<file path="src/rtl/fsup_pkg.sv">
// Package: shared constants and types for the fault and sleep supervisor.
// Assumes exactly two motors, each with its own active-low enable.
package fsup_pkg;
    localparam int MOTORS = 2;

    // Fault state used to form the global shutdown.
    typedef struct packed {
        logic ocp;
        logic otp;
        logic uv;
    } fault_state_t;
endpackage

</file>
<file path="src/rtl/fsup_sync.sv">
// Module: multi-bit, multi-stage flop synchroniser.
// Assumes every bit is an independent level signal; no bus coherence is implied.
module fsup_sync #(
    parameter int WIDTH  = 1,
    parameter int STAGES = 2
) (
    input  logic             clk,
    input  logic             rst_n,
    input  logic [WIDTH-1:0] d,
    output logic [WIDTH-1:0] q
);
    logic [STAGES-1:0][WIDTH-1:0] chain;

    genvar s;
    generate
        for (s = 0; s < STAGES; s++) begin : g_stage
            // Purpose: shift the level one flop further along the chain.
            always_ff @(posedge clk) begin
                if (!rst_n) chain[s] <= '0;
                else if (s == 0) chain[s] <= d;
                else chain[s] <= chain[(s == 0) ? 0 : s-1];
            end
        end
    endgenerate

    assign q = chain[STAGES-1];
endmodule

</file>
<file path="src/rtl/fsup_persist_latch.sv">
// Module: persistence-qualified sticky fault latch.
// Sets after `trip` is sampled high on HOLD consecutive edges while `gate`
// is low; a clear cycle or an active gate restarts the count. Once set it
// holds until the synchronous reset. Assumes HOLD >= 1.
module fsup_persist_latch #(
    parameter int HOLD = 16
) (
    input  logic clk,
    input  logic rst_n,
    input  logic trip,
    input  logic gate,
    output logic latched
);
    localparam int CNT_W = (HOLD < 2) ? 1 : $clog2(HOLD);
    localparam logic [CNT_W-1:0] LAST = CNT_W'(HOLD - 1);

    logic [CNT_W-1:0] cnt;

    // Purpose: count consecutive trip cycles and set the sticky latch.
    always_ff @(posedge clk) begin
        if (!rst_n) begin
            cnt     <= '0;
            latched <= 1'b0;
        end else if (!latched) begin
            if (gate || !trip) begin
                cnt <= '0;
            end else if (cnt == LAST) begin
                latched <= 1'b1;
            end else begin
                cnt <= cnt + 1'b1;
            end
        end
    end
endmodule

</file>
<file path="src/rtl/fault_sleep_supervisor.sv">
// Module: top of the supervisor. It synchronises the fault and enable
// inputs, qualifies overcurrent by persistence, latches overcurrent and
// over-temperature until power-on reset, and decodes sleep, shutdown and
// indexer homing. Assumes rst_n models the removal and return of motor supply.
module fault_sleep_supervisor #(
    parameter int NUM_FET     = 16,
    parameter int OCP_HOLD    = 16,
    parameter int SYNC_STAGES = 2
) (
    input  logic               clk,
    input  logic               rst_n,
    input  logic [NUM_FET-1:0] ilim_flag,
    input  logic               otemp_flag,
    input  logic               uvlo_flag,
    input  logic [1:0]         motor_en_n,
    output logic               drv_off,
    output logic [1:0]         bridge_en,
    output logic [1:0]         idx_home_req,
    output logic               sleep,
    output logic               ocp_latched,
    output logic               otp_latched
);
    import fsup_pkg::*;

    localparam int SYNC_W = NUM_FET + 2 + MOTORS;

    logic [SYNC_W-1:0]  raw_in, sync_out;
    logic [NUM_FET-1:0] ilim_s;
    logic               otemp_s, uv_s;
    logic [MOTORS-1:0]  en_n_s;
    logic               ilim_any_s;
    fault_state_t       fstate;

    assign raw_in = {motor_en_n, uvlo_flag, otemp_flag, ilim_flag};

    fsup_sync #(.WIDTH(SYNC_W), .STAGES(SYNC_STAGES)) u_sync (
        .clk(clk), .rst_n(rst_n), .d(raw_in), .q(sync_out)
    );

    assign ilim_s     = sync_out[NUM_FET-1:0];
    assign otemp_s    = sync_out[NUM_FET];
    assign uv_s       = sync_out[NUM_FET+1];
    assign en_n_s     = sync_out[SYNC_W-1 -: MOTORS];
    assign ilim_any_s = |ilim_s;

    // Sleep holds only while every motor enable is inactive.
    assign sleep = &en_n_s;

    fsup_persist_latch #(.HOLD(OCP_HOLD)) u_ocp (
        .clk(clk), .rst_n(rst_n), .trip(ilim_any_s), .gate(sleep),
        .latched(ocp_latched)
    );

    fsup_persist_latch #(.HOLD(1)) u_otp (
        .clk(clk), .rst_n(rst_n), .trip(otemp_s), .gate(sleep),
        .latched(otp_latched)
    );

    assign fstate = '{ocp: ocp_latched, otp: otp_latched, uv: uv_s};

    // Purpose: decode global shutdown, per-motor enables and homing.
    always_comb begin
        drv_off = (|fstate) | sleep;
        for (int m = 0; m < MOTORS; m++) begin
            bridge_en[m]    = !drv_off && !en_n_s[m];
            idx_home_req[m] = sleep | uv_s;
        end
    end
endmodule


</file>
<file path="config.mk">
export PLATFORM = sky130hd
export DESIGN_NAME = fault_sleep_supervisor
export DESIGN_NICKNAME = d
export VERILOG_FILES = /design/src/rtl/fsup_pkg.sv /design/src/rtl/fsup_sync.sv /design/src/rtl/fsup_persist_latch.sv /design/src/rtl/fault_sleep_supervisor.sv
export SDC_FILE = /design/constraint.sdc
export NUM_CORES = 1
export LEC_CHECK = 0
export CAP_MARGIN = 15
export CORE_MARGIN = 4
export CORE_UTILIZATION = 60
export DETAILED_ROUTE_END_ITERATION = 6
export DONT_BUFFER_PORTS = 1
export GPL_TIMING_DRIVEN = 0
export PLACE_DENSITY = 0.77
export SYNTH_ARGS = -nofsm -noshare
export SYNTH_HDL_FRONTEND = slang
export SYNTH_SLANG_ARGS = --single-unit
</file>
<file path="constraint.sdc">
create_clock -name clk -period 2.1 [get_ports clk]
set_input_delay 0.105 -clock clk [delete_from_list [all_inputs] [get_ports clk]]
set_output_delay 0.105 -clock clk [all_outputs]
set_load 0.01 [all_outputs]
</file>
Word level (Yosys, flattened, before mapping)
Index checks and enable logic that the tools add are counted. Widths: inputs -> output; s select.

Logic and storage cells: 36. Bits in registers: 47. Input port bits: 22. Output and inout bits: 8.

Mux-type cells: 10. Add/sub/neg operators: 2. Bitwise gates (word level): 3. Reduce and logical (&&, ||, !) cells: 13. Equal/unequal tests: 2.

Operators with widths (count): $reduce_or 16->1 (1); $mux 1 (8); $mux 4 (2); $logic_not 1->1 (5); $add 4x1->4 const B (1); $eq 4x4->1 const B (1); $reduce_and 2->1 (2); $reduce_or 3->1 (1); $logic_and 1x1->1 (2); $logic_or 1x1->1 (2); $ne 2x1->1 const B (1); $or 1x1->1 (2); $add 1x1->1 const B (1); $not 1->1 (1).

Longest topological paths before layout
Depth after elaboration: 5. Depth in mapped cells: 5.

Cells and area by module
Synthesis repeated with hierarchy kept, for this count alone.

Cell total of the unflattened synthesis: 148. Area total of the unflattened synthesis: 1629.1 um^2.

By module, submodules not included: fsup_sync (cells an instance 104, times used 1, sequential area each 800.8 um^2, area each 1257.5 um^2); fsup_persist_latch (u_ocp) (cells an instance 30, times used 1, sequential area each 100.1 um^2, area each 256.5 um^2); fault_sleep_supervisor (cells an instance 11, times used 1, sequential area each 0.0 um^2, area each 73.8 um^2); fsup_persist_latch (u_otp) (cells an instance 3, times used 1, sequential area each 20.0 um^2, area each 41.3 um^2).

Least setup slack after synthesis
No wires, ideal clock.

Path kind: reg-to-reg. Start: register u_sync.chain, in the netlist u_sync.q[2]. End: register u_ocp.cnt[0]. Path slack: 0.898 ns. Arrival: 1.076 ns. Buffers on the path: 0. Clock period less this slack: 1.202 ns. Cell stages (with the launch flop): 5. Cell sequence: dfxtp_1 -> nor4_2 -> a41oi_2 -> a41oi_2 -> o22ai_1.

Longest elaborated chain between the ends: 5. Elaborated cells on any way between the ends: 6. Classes of those cells: eq/ne (1); mux (1); reduce/logical (4).

Ends and longest elaborated chain: start: declaration (line fsup_sync.sv:12) `logic [STAGES-1:0][WIDTH-1:0] chain;`; start signal: indexed assignment (line fsup_sync.sv:21) `else chain[s] <= chain[(s == 0) ? 0 : s-1];`; $reduce_or 16->1 * (line fault_sleep_supervisor.sv:44) `assign ilim_any_s = |ilim_s;`; $logic_not 1->1 * (line fsup_persist_latch.sv:25) `if (gate || !trip) begin`; $logic_or 1x1->1 * (line fsup_persist_latch.sv:25); $ne 2x1->1 (no line); $reduce_and 2->1 (no line); end signal: assignment (line fsup_persist_latch.sv:30) `cnt <= cnt + 1'b1;`; end: declaration (line fsup_persist_latch.sv:17) `logic [CNT_W-1:0] cnt;`.

Mark *: on every way between the ends. The rest lies on a longest branch, timed or not. A chain may end at the register's enable or synchronous reset.

Worst setup path after layout
Start: register u_ocp.latched. End: output drv_off.

Longest elaborated chain between the ends: 2.

Ends and longest elaborated chain: start: declaration (line fsup_persist_latch.sv:12) `output logic latched`; start signal: assignment (line fsup_persist_latch.sv:23) `latched <= 1'b0;`; start signal: assignment (line fsup_persist_latch.sv:28) `latched <= 1'b1;`; $reduce_or 3->1 (line fault_sleep_supervisor.sv:63) `drv_off = (|fstate) | sleep;`; $or 1x1->1 (line fault_sleep_supervisor.sv:63); end: declaration (line fault_sleep_supervisor.sv:16) `output logic drv_off,`.

Every way passes these cells.

==> flow_summary.ini <==
[synth]
netlist_instances = 128
ys_seq_area_share_pct = 63.01
yosysWarnings = 0
syn-num-nets = 151
yosysUniqueCellTypes = 20
netlist_area_mm2 = 0.001461
yosys_register_bits = 46
syn_avg_cell_area_um2 = 11.42

[run_status]
status = complete, no violations

[timing]
final.setup.tns_ns = 0
drv_slew = 0
final.period_utilization_pct = 72.59
relSlewSlack_pct = 58.33
rsz0062_at_grt = false
finalHoldViolCount = 0
setup_viol = 0
period_minus_slack_ns = 1.524
max_freq_mhz = 656.0
tightest_slew_ns = 0.6193
clock_skew_ns = 0.008989

[finish]
final_cell_mix = 46 x dfxtp_1, 41 x and2_1, 20 x dlygate4sd3_1
nNetsFinal = 178
design_area_mm2 = 0.001759
stdcell_count = 184
drive_above_1_share_pct = 9.615
final_common_cell = dfxtp_1
syn2layout_area_growth_pct = 20.38
fill_cells = 152
n_antenna_cell = 0

[global_routing]
antenna_found_initial = 0
grt_pass1_wl_um = 4077
grt_max_degree = 17
grt_pass1_vias = 888
grt-ovfl-total = 0
grt_use_total_pct = 17.22

[clock_tree]
cts.repair.resized = 0
htreeDepth = 2
clock-sinks = 46
clk_pin_slew_ns = 0.13
clockBufferDepth = 2
tritoncts = done
cts_buffers = 5
cts-root-buf = clkbuf_4
clk_latency_ns = 0.36

[floorplan]
fp.dieW_um = 57.35
core_area_mm2 = 0.002255
start_util_pct = 64.82
die_y_um = 57.35
dieArea_mm2 = 0.003289
rows = 17
io_pins = 30

[detailed_routing]
vias = 906
drt_first_pass_iters = 3
drt-initial-drc-count = 16
drcViolationCount = 0
avgRoutedWirePerCell_um = 13.43
drtAntennaViolNets = 0
via_per_inst = 4.924
routed_wl_um = 2472

[power_and_ir_drop]
power_frac_clock_pct = 28.4
leakage_nw = 0.7149
ir_drop_v = 0.0006317
p_per_area_mw_per_mm2 = 833.7
swShare_pct = 23.66
p_switching_uw = 347.0
comb_power_share_pct = 7.8
power_mw = 1.467
seqPwrFrac_pct = 63.9
internal_power_mw = 1.120

[placement]
gp_congestion = 0.7118
dpl-instance-area_mm2 = 0.001496
port_buffers = 0
hpwl_um = 1545
dp.cells = 156

[setup_path]
criticalPathCategory = reg2out
cpPeakStageDelay_ns = 0.61
worst_path_max_delay_cell = or4_1
path_buf_inv = 0
endpoint_kind = primary output
critPathLaunchType = register
cp.arrival_ns = 1.42
critPathTopFamily = simple AND/OR/NAND/NOR gates
path_cells = or4_1
cp.required_ns = 2.00
cp_max_fo = 8

[worst_hold_path]
worstHoldPathType = in2reg

[job]
maxCapViolCount = 0
==> cell usage after synthesis <==
| library cell | number | area (um2) |
|---|---|---|
| nand2b_1 | 2 | 12.51 |
| a41oi_2 | 2 | 32.53 |
| nor4_1 | 2 | 12.51 |
| and2_1 | 41 | 256.5 |
| nor4_2 | 2 | 25.02 |
| nand3_1 | 3 | 15.01 |
| buf_4 | 1 | 7.510 |
| ha_1 | 1 | 12.51 |
| nor4_4 | 2 | 42.54 |
| a21oi_1 | 3 | 15.01 |
| nand2_1 | 5 | 18.77 |
| clkbuf_1 | 5 | 18.77 |
| o21ai_0 | 3 | 15.01 |
| nor2b_1 | 3 | 18.77 |
| or4_1 | 1 | 7.510 |
| nor2_1 | 1 | 3.750 |
| dfxtp_1 | 46 | 920.9 |
| inv_1 | 2 | 7.510 |
| and3_1 | 1 | 6.260 |
| o22ai_1 | 2 | 12.51 |
==> sequential cells by signal, indices dropped and copies added, names as in the netlist <==
name,count
u_ocp.cnt,4
u_ocp.latched,1
u_otp.latched,1
u_sync.chain,20
u_sync.q,20
==> cell type report <==
type                            instances  area [um2]  share of cell area [%]
Buffer                                  6       26.28                   1.494
Multi-Input combinational cell         74       506.7                   28.81
Timing Repair Buffer                   20       200.2                   11.38
Clock inverter                          3       25.02                   1.422
Inverter                                2       7.507                  0.4267
Sequential cell                        46       920.9                   52.35
Clock buffer                            5       37.54                   2.134
Tap cell                               28       35.03                   1.991
==> repair_timing <==
item	CTS	global route
endpoints found under the hold margin	20	0
hold buffers	20	0
setup buffers	0	0
==> worst paths after layout <==
kind                    from               to  slack (ns)  cells after the start
max reg2reg      u_sync.q[1]     u_ocp.cnt[0]        0.70                      4
min                    rst_n  u_sync.chain[1]        0.09                      2
max            u_ocp.latched          drv_off        0.58                      1
min reg2reg  u_sync.chain[7]      u_sync.q[7]        0.45                      1
==> power groups by stage <==
stage / sequential [mW] / clock [mW] / combinational, mW
after global routing: 0.941 / 0.474 / 0.126
after floorplan: 0.951 / 0 / 0.0704
after detailed placement: 0.956 / 0 / 0.0839
after CTS: 0.937 / 0.428 / 0.112
final: 0.937 / 0.416 / 0.114
after global placement: 0.954 / 0 / 0.0802
==> cells by family (layout without fill, tap and decap cells) <==
kind of cell	after synthesis	count (layout)	share of synthesized area, %
AND/OR/NAND/NOR	63	63	28.68
flip-flops	46	46	63.01
AO/OA/AOI/OAI	10	10	5.136
buffers and inverters	8	36	2.312
adder cells (fa/ha/maj)	1	1	0.8560
==> layer usage <==
layer	GRT usage (%)	up-vias	share of wire, %
met5	0	-	0
met4	7.947	0	1.7
met3	7.240	6	4.6
met2	29.84	17	55
met1	17.88	412	38
li1	-	471	-
==> per-stage QoR <==
step	hold slack, ns	util, %	setup slack (ns)
2_1_floorplan	0.2323	-	0.8980
3_3_place_gp	0.2324	66.37	0.7855
3_5_place_dp	0.2353	66.37	0.7452
4_1_cts	0.08862	78.02	0.5556
5_1_grt	0.1051	78.02	0.4683
6_report	0.09088	78.02	0.5755
Power figures use the tool's default switching activity.
